File: src/rtl/i2c_rf_pkg.sv
package i2c_rf_pkg;
    localparam int REG_W  = 8;
    localparam int NUM_EV = 4;

    // event bit positions, LSB numbering; software decodes these
    localparam int EVB_TXERR   = 4;
    localparam int EVB_DROP    = 2;
    localparam int EVB_TXLAST  = 1;
    localparam int EVB_RXCLOSE = 0;
    localparam logic [REG_W-1:0] EV_VALID = 8'h17;

    localparam int CMDB_START = 7;
    localparam int CMDB_MODE  = 0;

    // source index -> register bit
    function automatic int ev_pos(input int idx);
        case (idx)
            0:       ev_pos = EVB_TXERR;
            1:       ev_pos = EVB_DROP;
            2:       ev_pos = EVB_TXLAST;
            default: ev_pos = EVB_RXCLOSE;
        endcase
    endfunction
endpackage

File: src/rtl/i2c_rf_events.sv
module i2c_rf_events
    import i2c_rf_pkg::*;
#(
    parameter int W    = REG_W,
    parameter int NSRC = NUM_EV
) (
    input  logic           clk,
    input  logic           rst_n,
    input  logic           soft_rst,
    input  logic [NSRC-1:0] src,
    input  logic           wr_evt,
    input  logic           wr_msk,
    input  logic [W-1:0]   wdata,
    output logic [W-1:0]   evt_val,
    output logic [W-1:0]   msk_val,
    output logic           irq
);
    typedef struct packed {
        logic [W-1:0] evt;
        logic [W-1:0] msk;
        logic         irq;
    } ev_state_t;

    localparam logic [W-1:0] VALID = W'(EV_VALID);

    ev_state_t st_d, st_q;
    logic [W-1:0] set_vec;
    logic [W-1:0] clr_vec;

    always_comb begin
        set_vec = '0;
        for (int i = 0; i < NSRC; i++) begin
            set_vec[ev_pos(i)] = set_vec[ev_pos(i)] | src[i];
        end
        clr_vec = wr_evt ? (wdata & VALID) : '0;

        st_d     = st_q;
        st_d.evt = ((st_q.evt & ~clr_vec) | set_vec) & VALID;
        if (wr_msk) begin
            st_d.msk = wdata & VALID;
        end
        st_d.irq = |(st_d.evt & st_d.msk);
        if (soft_rst) begin
            st_d = '0;
        end
    end

    always_ff @(posedge clk or negedge rst_n) begin
        if (!rst_n) begin
            st_q <= '0;
        end else begin
            st_q <= st_d;
        end
    end

    assign evt_val = st_q.evt;
    assign msk_val = st_q.msk;
    assign irq     = st_q.irq;
endmodule

File: src/rtl/i2c_rf_command.sv
module i2c_rf_command (
    input  logic clk,
    input  logic rst_n,
    input  logic soft_rst,
    input  logic wr_cmd,
    input  logic wr_start,
    input  logic wr_mode,
    input  logic tx_buf_ready,
    input  logic engine_idle,
    input  logic addr_rd_match,
    output logic mode_master,
    output logic start_req,
    output logic tx_preload,
    output logic slave_armed,
    output logic slave_send
);
    typedef struct packed {
        logic master;
        logic start;
        logic preload;
        logic armed;
        logic send;
    } cmd_state_t;

    cmd_state_t st_d, st_q;
    logic       mode_new;
    logic       strobe;

    always_comb begin
        st_d         = st_q;
        st_d.start   = 1'b0;
        st_d.preload = 1'b0;
        st_d.send    = 1'b0;

        mode_new = wr_cmd ? wr_mode : st_q.master;
        strobe   = wr_cmd & wr_start & tx_buf_ready;

        if (wr_cmd) begin
            st_d.master = wr_mode;
        end

        // release of an armed slave transmit
        if (st_q.armed && addr_rd_match) begin
            st_d.send  = 1'b1;
            st_d.armed = 1'b0;
        end

        // mode flip drops a pending arm
        if (wr_cmd && (wr_mode != st_q.master)) begin
            st_d.armed = 1'b0;
        end

        if (strobe) begin
            if (mode_new) begin
                st_d.start = 1'b1;
            end else if (engine_idle) begin
                st_d.preload = 1'b1;
                st_d.armed   = 1'b1;
            end
        end

        if (soft_rst) begin
            st_d = '0;
        end
    end

    always_ff @(posedge clk or negedge rst_n) begin
        if (!rst_n) begin
            st_q <= '0;
        end else begin
            st_q <= st_d;
        end
    end

    assign mode_master = st_q.master;
    assign start_req   = st_q.start;
    assign tx_preload  = st_q.preload;
    assign slave_armed = st_q.armed;
    assign slave_send  = st_q.send;
endmodule

File: src/rtl/i2c_rf_top.sv
module i2c_rf_top
    import i2c_rf_pkg::*;
#(
    parameter int ADDR_W = 2
) (
    input  logic              clk,
    input  logic              rst_n,
    input  logic              soft_rst,
    input  logic              bus_sel,
    input  logic              bus_wr,
    input  logic [ADDR_W-1:0] bus_addr,
    input  logic [7:0]        bus_wdata,
    output logic [7:0]        bus_rdata,
    input  logic              ev_tx_err,
    input  logic              ev_rx_drop,
    input  logic              ev_tx_last,
    input  logic              ev_rx_close,
    input  logic              tx_buf_ready,
    input  logic              engine_idle,
    input  logic              addr_rd_match,
    output logic              irq,
    output logic              start_req,
    output logic              mode_master,
    output logic              tx_preload,
    output logic              slave_armed,
    output logic              slave_send
);
    localparam logic [ADDR_W-1:0] A_EVT = ADDR_W'(0);
    localparam logic [ADDR_W-1:0] A_MSK = ADDR_W'(1);
    localparam logic [ADDR_W-1:0] A_CMD = ADDR_W'(2);

    logic              wr_hit;
    logic              wr_evt, wr_msk, wr_cmd;
    logic [REG_W-1:0]  evt_val, msk_val;
    logic [NUM_EV-1:0] ev_src;

    assign wr_hit = bus_sel & bus_wr;
    assign wr_evt = wr_hit & (bus_addr == A_EVT);
    assign wr_msk = wr_hit & (bus_addr == A_MSK);
    assign wr_cmd = wr_hit & (bus_addr == A_CMD);
    assign ev_src = {ev_rx_close, ev_tx_last, ev_rx_drop, ev_tx_err};

    i2c_rf_events #(.W(REG_W), .NSRC(NUM_EV)) u_events (
        .clk     (clk),
        .rst_n   (rst_n),
        .soft_rst(soft_rst),
        .src     (ev_src),
        .wr_evt  (wr_evt),
        .wr_msk  (wr_msk),
        .wdata   (bus_wdata),
        .evt_val (evt_val),
        .msk_val (msk_val),
        .irq     (irq)
    );

    i2c_rf_command u_command (
        .clk          (clk),
        .rst_n        (rst_n),
        .soft_rst     (soft_rst),
        .wr_cmd       (wr_cmd),
        .wr_start     (bus_wdata[CMDB_START]),
        .wr_mode      (bus_wdata[CMDB_MODE]),
        .tx_buf_ready (tx_buf_ready),
        .engine_idle  (engine_idle),
        .addr_rd_match(addr_rd_match),
        .mode_master  (mode_master),
        .start_req    (start_req),
        .tx_preload   (tx_preload),
        .slave_armed  (slave_armed),
        .slave_send   (slave_send)
    );

    always_comb begin
        bus_rdata = '0;
        if (bus_addr == A_EVT) begin
            bus_rdata = evt_val;
        end else if (bus_addr == A_MSK) begin
            bus_rdata = msk_val;
        end else if (bus_addr == A_CMD) begin
            bus_rdata[CMDB_MODE] = mode_master;
        end
    end
endmodule

File: config.mk
export PLATFORM = sky130hd
export DESIGN_NAME = i2c_rf_top
export DESIGN_NICKNAME = d
export VERILOG_FILES = /design/src/rtl/i2c_rf_pkg.sv /design/src/rtl/i2c_rf_events.sv /design/src/rtl/i2c_rf_command.sv /design/src/rtl/i2c_rf_top.sv
export SDC_FILE = /design/constraint.sdc
export NUM_CORES = 1
export LEC_CHECK = 0
export ABC_AREA = 1
export ABC_CLOCK_PERIOD_IN_PS = 1400
export BUFFER_PORTS_ARGS = -buffer_cell sky130_fd_sc_hd__buf_2
export CORE_MARGIN = 3
export CORE_UTILIZATION = 40
export DETAILED_ROUTE_END_ITERATION = 10
export HOLD_SLACK_MARGIN = 0.03
export PLACE_DENSITY = 0.76
export SLEW_MARGIN = 15
export SYNTH_ARGS = -nofsm -noshare
export SYNTH_HDL_FRONTEND = slang
export SYNTH_HIERARCHICAL = 1
export SYNTH_SLANG_ARGS = --single-unit
File: constraint.sdc
create_clock -name clk -period 1.4 [get_ports clk]
set_input_delay 0 -clock clk [delete_from_list [all_inputs] [get_ports clk]]
set_output_delay 0 -clock clk [all_outputs]
set_load 0.01 [all_outputs]
# Word-level counts from Yosys, hierarchy flattened
# Index checks and enable logic that the tools add are counted.
dict set report word_totals {
  regBits 19
  out_inout_bits 14
}
dict set report classes {
  n_eq_ne 3
  muxes 15
  bitwise 10
  reduce_logical 4
}
# cell n
set op_table {}
lappend op_table {{8-bit two-way mux} 2}
lappend op_table {{14-bit two-way mux} 1}
lappend op_table {{5-bit two-way mux} 2}
lappend op_table {{5-bit by 8-bit AND with 8-bit output} 1}
lappend op_table {{8-bit OR reduction} 1}
lappend op_table {{7-bit two-way mux} 1}
lappend op_table {{1-bit AND} 6}
lappend op_table {{2-bit two-way mux} 3}
lappend op_table {{5-bit AND} 1}
lappend op_table {{1-bit two-way mux} 5}
lappend op_table {{5-bit inverter} 1}
lappend op_table {{5-bit bitwise OR} 1}
lappend op_table {{3-bit two-way mux} 1}
lappend op_table {{2-bit by 1-bit == test with 1-bit output, second input constant} 1}
lappend op_table {{2-bit == test, second input constant} 1}
lappend op_table {{1-bit logical AND} 2}
lappend op_table {{2-bit zero test} 1}
lappend op_table {{1-bit != test} 1}

# Longest topological paths before layout
# Gate-level depths: netlist of the first run.
dict set report depth {
  ltp_word 9
  depth_mapped 9
}

# Cells and area by module
# Netlist of the first run, hierarchy kept.
# module n_inst cells_per_inst area_each_um2 seq_area_each_um2
set modules_own_cells {}
lappend modules_own_cells {i2c_rf_events 1 66 479.2 225.2}
lappend modules_own_cells {i2c_rf_command 1 27 215.2 125.1}
lappend modules_own_cells {i2c_rf_top 1 33 160.2 0.0}

# Worst setup path before layout of the first run
# Ideal clock, no wire load.
dict set report synth_timing {
  path_type {in2reg}
  start {in bus_sel}
  end {reg u_events.st_q (netlist bit u_events/irq)}
  setup_time_ns 0.130
  arrival_time_ns 0.912
  setup_slack_ns 0.358
  path_stages 9
  cell_sequence {nand2_1 > nor3_1 > inv_1 > nand2_1 > nand2_1 > nand2_1 > nand2_1 > nor2_1 > nor2_1}
}
# element line_no
set synth_lines {}
lappend synth_lines {{start, declared} i2c_rf_top.sv:9} ;# input logic bus_sel,
lappend synth_lines {{end signal, assigned} i2c_rf_events.sv:52} ;# st_q <= st_d;
lappend synth_lines {{end, declared} i2c_rf_events.sv:26} ;# ev_state_t st_d, st_q;

==> flow_summary.ini, run 1 <==
[timing]
fin_skew_ns = 0.003388
fin_crit_ns = 1.282
rsz0062_at_grt = false
finalMaxSlewViolations = 0
period_share_pct = 91.57
setup_tns_ns = 0
hold_violations = 0
finalSetupViolations = 0
max_freq_mhz = 780.0

[logic_synthesis]
syn_area_um2 = 854.6
synth_top_cell_area_share_pct = 41.00
ys_seq_elements = 14
postSynthAreaPerCell_um2 = 6.782
synth.area.top_cells = dfrtp_1, nand2_1, nand3_1, buf_4, inv_1
ys.flop_type = dfrtp_1
netlist-cell-type-count = 16
synth-edff-count = 0
yosysMostFrequentCell = nand2_1
yosysTopAreaCell = dfrtp_1
synth-seq-area-share_pct = 41.00
ys_warn_count = 6
synthCells = 126
synthTopCellsByCount = nand2_1, inv_1, dfrtp_1
async_reset_ff_share_pct = 100.0

[grt]
top_usage_layer = met2
use_met1_pct = 22.38
grt_first_pass_wirelength_um = 3312
grt_pass1_vias = 766
antenna_found_initial = 0
grt_remaining_overflow = 0
grt_util_met3_pct = 1.994
track_usage_pct = 16.57
grt_start_max_net_pins = 15
grt_use_met2_pct = 26.99

[setup_path]
cp_common_cell = dlygate4sd3_1
cp-start-kind = input pin
path_class = input pin to flop
crit_chain = dlygate4sd3_1 -> buf_2 -> nand3_1 -> dlygate4sd3_1 -> nor3_1
critPathSlowestCell = dlygate4sd3_1
critPathBufInv = 3
cpLargestDelayFamily = buffers and inverters
critPathArrivalTime_ns = 1.47
cpPeakStageDelay_ns = 0.58
cp-end-kind = flop
critPathRequiredTime_ns = 1.59
cp_max_fo = 2

[floorplan]
die_y_um = 52.22
ios = 36
fp.dieArea_um2 = 2727
coreArea_um2 = 2002
rows = 16
initial_core_util_pct = 42.69
chipWidth_um = 52.22

[pwr]
powerDensity_nw_per_um2 = 709.8
p_sw_share_pct = 27.89
switchingPower_uw = 228.6
seqPwrFrac_pct = 51.7
peakVddDrop_v = 0.0005230
power_frac_clock_pct = 27.9
p_total_uw = 819.8
intPower_uw = 591.1
p_comb_share_pct = 20.5
power_leakage_nw = 0.6721

[final_layout]
fin_cells = 197
fillers = 193
drive_gt1_share_pct = 21.76
area.growth.synth_to_final_pct = 35.14
fin_util_pct = 57.69
n_antenna_cell = 0
fin_nets = 194

[cts]
cts.reportedPaths.clkPinSlew_ns = 0.08
clock_latency_ns = 0.28
ctsHoldBuffers = 13
cts_buffers = 3
cts-htree-levels = 1
root_buffer = clkbuf_4
cts_tree = done
cts.sinks = 14
cts.path.max_buffers = 2
postCtsResizedCells = 0
post_cts_buffers = 0

[route]
drtIter0Drc = 17
drtAntennaViolNets = 0
viasPerCell = 4.421
drt-total-wl_um = 2114
vias = 871
dr.pass1.iters = 4
drc = 0
route.detailed.wl_per_inst_um = 10.73

[run_status]
status = completed

[placement]
dp.cells = 181
dpl.hpwl_um = 1500
place.port_buffers = 28
gp_congestion = 0.8067

[min_path]
hold_class = input pin to flop

[flow_run]
cap_violations = 0
## power by group through the flow
stage | clock network [mW] | registers (mW) | logic [mW]
after floorplan | 0 | 0.432 | 0.0908
after global placement | 0 | 0.431 | 0.134
after detailed placement | 0 | 0.432 | 0.138
after CTS | 0.231 | 0.424 | 0.166
after global routing | 0.247 | 0.426 | 0.188
final | 0.228 | 0.424 | 0.168
## per-layer routing
metal | routed length (um) | up-vias
met3 | 86 | 4
met2 | 1015 | 20
met1 | 982 | 390
met5 | 0 | -
li1 | - | 457
met4 | 29 | 0
## cells by family after synthesis
logic type	synth area share, %
AND/OR/NAND/NOR	38.07
buffers and inverters	15.81
flip-flops	41.00
AO/OA/AOI/OAI	4.685
other	0.4388
## through the flow
step / hold WS (ns) / setup slack [ns] / area, um^2
floorplan: -0.2956 / 0.3580 / 880.8
global placement: -0.08763 / 0.2872 / 1002
detailed placement: -0.08373 / 0.2860 / 1002
CTS: 0.04844 / 0.1607 / 1155
global route: 0.06872 / 0.009157 / 1155
finish: 0.05046 / 0.1180 / 1155
## final cells by class
type | count | area, um^2 | area share, %
Tap cell | 27 | 33.78 | 2.925
Timing Repair Buffer | 44 | 292.8 | 25.35
Clock buffer | 3 | 22.52 | 1.950
Multi-Input combinational cell | 93 | 395.4 | 34.24
Sequential cell | 14 | 350.3 | 30.34
Inverter | 16 | 60.06 | 5.200
## cell usage in the layout (no fill, tap or decap)
cell type,n
nor3b_1,1
buf_2,28
inv_1,15
dfrtp_1,14
nor3_2,1
clkbuf_4,3
inv_2,1
nor2_1,7
nand2_1,52
o21ai_0,2
dlygate4sd3_1,13
a21oi_1,6
nor3_1,3
nor2_4,1
conb_1,8
nand3_1,12
buf_4,3
## worst min-delay path: stages
cell     delay (ns)
buf_2          0.09
nand2_1        0.05
nor2_1         0.04
nand2_1        0.07
inv_1          0.04
## path summary, 6_finish.rpt
kind | start | to | slack (ns) | cells past startpoint
worst max-delay path | bus_wdata[7] | u_command/start_req$_DFF_PN0_ | 0.12 | 5
worst min-delay path | engine_idle | u_command/tx_preload$_DFF_PN0_ | 0.05 | 5
worst max register to register | u_events/evt_val[4]$_DFF_PN0_ | u_events/evt_val[4]$_DFF_PN0_ | 0.20 | 3
worst min register to register | u_command/slave_armed$_DFF_PN0_ | u_command/slave_send$_DFF_PN0_ | 0.56 | 2
max in group asynchronous | rst_n | u_events/msk_val[2]$_DFF_PN0_ | 1.02 | 2
min in group asynchronous | rst_n | u_command/slave_armed$_DFF_PN0_ | 0.14 | 2
## sequential cells by signal, summed over array words and instances, names as in the netlist
signal	count
u_command/mode_master	1
u_command/slave_armed	1
u_command/slave_send	1
u_command/start_req	1
u_command/tx_preload	1
u_events/evt_val	4
u_events/irq	1
u_events/msk_val	4
(Power assumes the default switching activity.)
==> inputs of run 2 (changes only) <==
--- a/config.mk
+++ b/config.mk
@@ -6,7 +6,7 @@
 export NUM_CORES = 1
 export LEC_CHECK = 0
 export ABC_AREA = 1
-export ABC_CLOCK_PERIOD_IN_PS = 1400
+export ABC_CLOCK_PERIOD_IN_PS = 1600
 export BUFFER_PORTS_ARGS = -buffer_cell sky130_fd_sc_hd__buf_2
 export CORE_MARGIN = 3
 export CORE_UTILIZATION = 40
==> constraint.sdc (replaced) <==
create_clock -name clk -period 1.6 [get_ports clk]
set_input_delay 0 -clock clk [delete_from_list [all_inputs] [get_ports clk]]
set_output_delay 0 -clock clk [all_outputs]
set_load 0.01 [all_outputs]
==> flow_summary.ini, run 2 (synthesis results as in run 1) <==
[floorplan]
rows = 16
die_y_um = 52.22
ios = 36
chipWidth_um = 52.22
initial_core_util_pct = 42.69
fp.dieArea_um2 = 2727
coreArea_um2 = 2002

[placement]
dpl.hpwl_um = 1442
gp_congestion = 0.8103
dp.cells = 180
place.port_buffers = 28

[pwr]
power_leakage_nw = 0.6744
peakVddDrop_v = 0.0003993
powerDensity_nw_per_um2 = 655.5

[final_layout]
fin_nets = 193
n_antenna_cell = 0
seq_area_um2 = 350.3
fin_cells = 197
multiInputGateArea_um2 = 395.4
drive_gt1_share_pct = 21.76
layout.cells.most_common_list = nand2_1, buf_2, inv_1, dfrtp_1, dlygate4sd3_1
final_common_cell = nand2_1
area.growth.synth_to_final_pct = 35.87
fillers = 199

[route]
vias = 869
viasPerCell = 4.411
met3_length_um = 106
dr.max_layer_used = met4
drt-total-wl_um = 1950
met2_wirelength_um = 950
wl_met1_um = 881
route.detailed.wl_per_inst_um = 9.898
dr.pass1.iters = 4
drtIter0Drc = 15
drc = 0
drtAntennaViolNets = 0

[cts]
postCtsResizedCells = 0
root_buffer = clkbuf_4
cts.sinks = 14
cts.path.max_buffers = 2
cts-htree-levels = 1
cts.reportedPaths.clkPinSlew_ns = 0.09
clock_latency_ns = 0.27
post_cts_buffers = 0
cts_buffers = 3
cts_tree = done

[setup_path]
critPathArrivalTime_ns = 1.46
cp-end-kind = flop
critPathRequiredTime_ns = 1.79
crit_start = bus_wdata[7]
r2r_start = u_events/evt_val[1]$_DFF_PN0_
path_class = input pin to flop
cp-start-kind = input pin
cp_max_fo = 2

[timing]
finalMaxSlewViolations = 0
setup_tns_ns = 0
finalSetupViolations = 0
hold_violations = 0
rsz0062_at_grt = false
max_freq_mhz = 787.0
fin_skew_ns = 0.007027
fin_crit_ns = 1.271
period_share_pct = 79.42

[grt]
antenna_found_initial = 0
grt_pass1_vias = 757
grt_start_max_net_pins = 15
track_usage_pct = 16.34
grt_first_pass_wirelength_um = 3277
grt_remaining_overflow = 0

[run_status]
status = completed

[min_path]
hold_path_startpoint = soft_rst
hold_class = input pin to flop

[flow_run]
cap_violations = 0
run 2: cell count changes in the layout (fill, tap and decap cells not counted):
cell,change
clkbuf_8,+1
buf_4,-1
run 2: timing repair:
action,in CTS,in global routing
endpoints found under the hold margin,23,0
setup endpoints to repair,0,0
hold buffers,13,0
run 2: critical path, cell delays in order:
cell	delay, ns
dlygate4sd3_1	0.52
buf_2	0.09
nand3_1	0.07
dlygate4sd3_1	0.58
nor3_1	0.20
run 2: where the power goes:
group,internal [mW],switching (mW),total [mW]
logic,0.0634,0.0802,0.144
registers,0.365,0.00579,0.371
clock network,0.138,0.109,0.247
run 2: cell type report:
class,instances,area share (%)
multi-input cells,93,34.05
flip-flops and latches,14,30.17
repair buffers,43,24.57
inverters,16,5.172
clock buffers,4,3.125
well taps,27,2.909
run 2: path summary, 6_finish.rpt:
kind,endpoint,slack (ns),cells after the start
max reg2reg,u_events/evt_val[1]$_DFF_PN0_,0.38,3
max,u_command/start_req$_DFF_PN0_,0.33,5
min,u_events/msk_val[0]$_DFF_PN0_,0.06,2
max in group asynchronous,u_events/evt_val[0]$_DFF_PN0_,1.21,2
min reg2reg,u_command/slave_send$_DFF_PN0_,0.51,2
min in group asynchronous,u_events/evt_val[1]$_DFF_PN0_,0.15,2
run 2: per-layer routing:
layer	vias to the layer above	GRT usage (%)
met4	0	6.383
met3	2	2.279
met2	20	26.57
met5	-	0
li1	457	-
met1	390	21.88
run 2: per-stage QoR:
step | hold WS, ns | setup slack (ns) | utilization (%) | instance area (um^2) | power [mW]
finish | 0.05922 | 0.3293 | 58.00 | 1161 | 0.7611
global route | 0.07611 | 0.1818 | 58.00 | 1161 | 0.8000
CTS | 0.05811 | 0.3406 | 58.00 | 1161 | 0.7676
detailed placement | -0.08323 | 0.3630 | 49.69 | 994.7 | 0.4956
floorplan | -0.2956 | 0.5580 | - | 880.8 | 0.4575
global placement | -0.08762 | 0.3601 | 49.69 | 994.7 | 0.4929
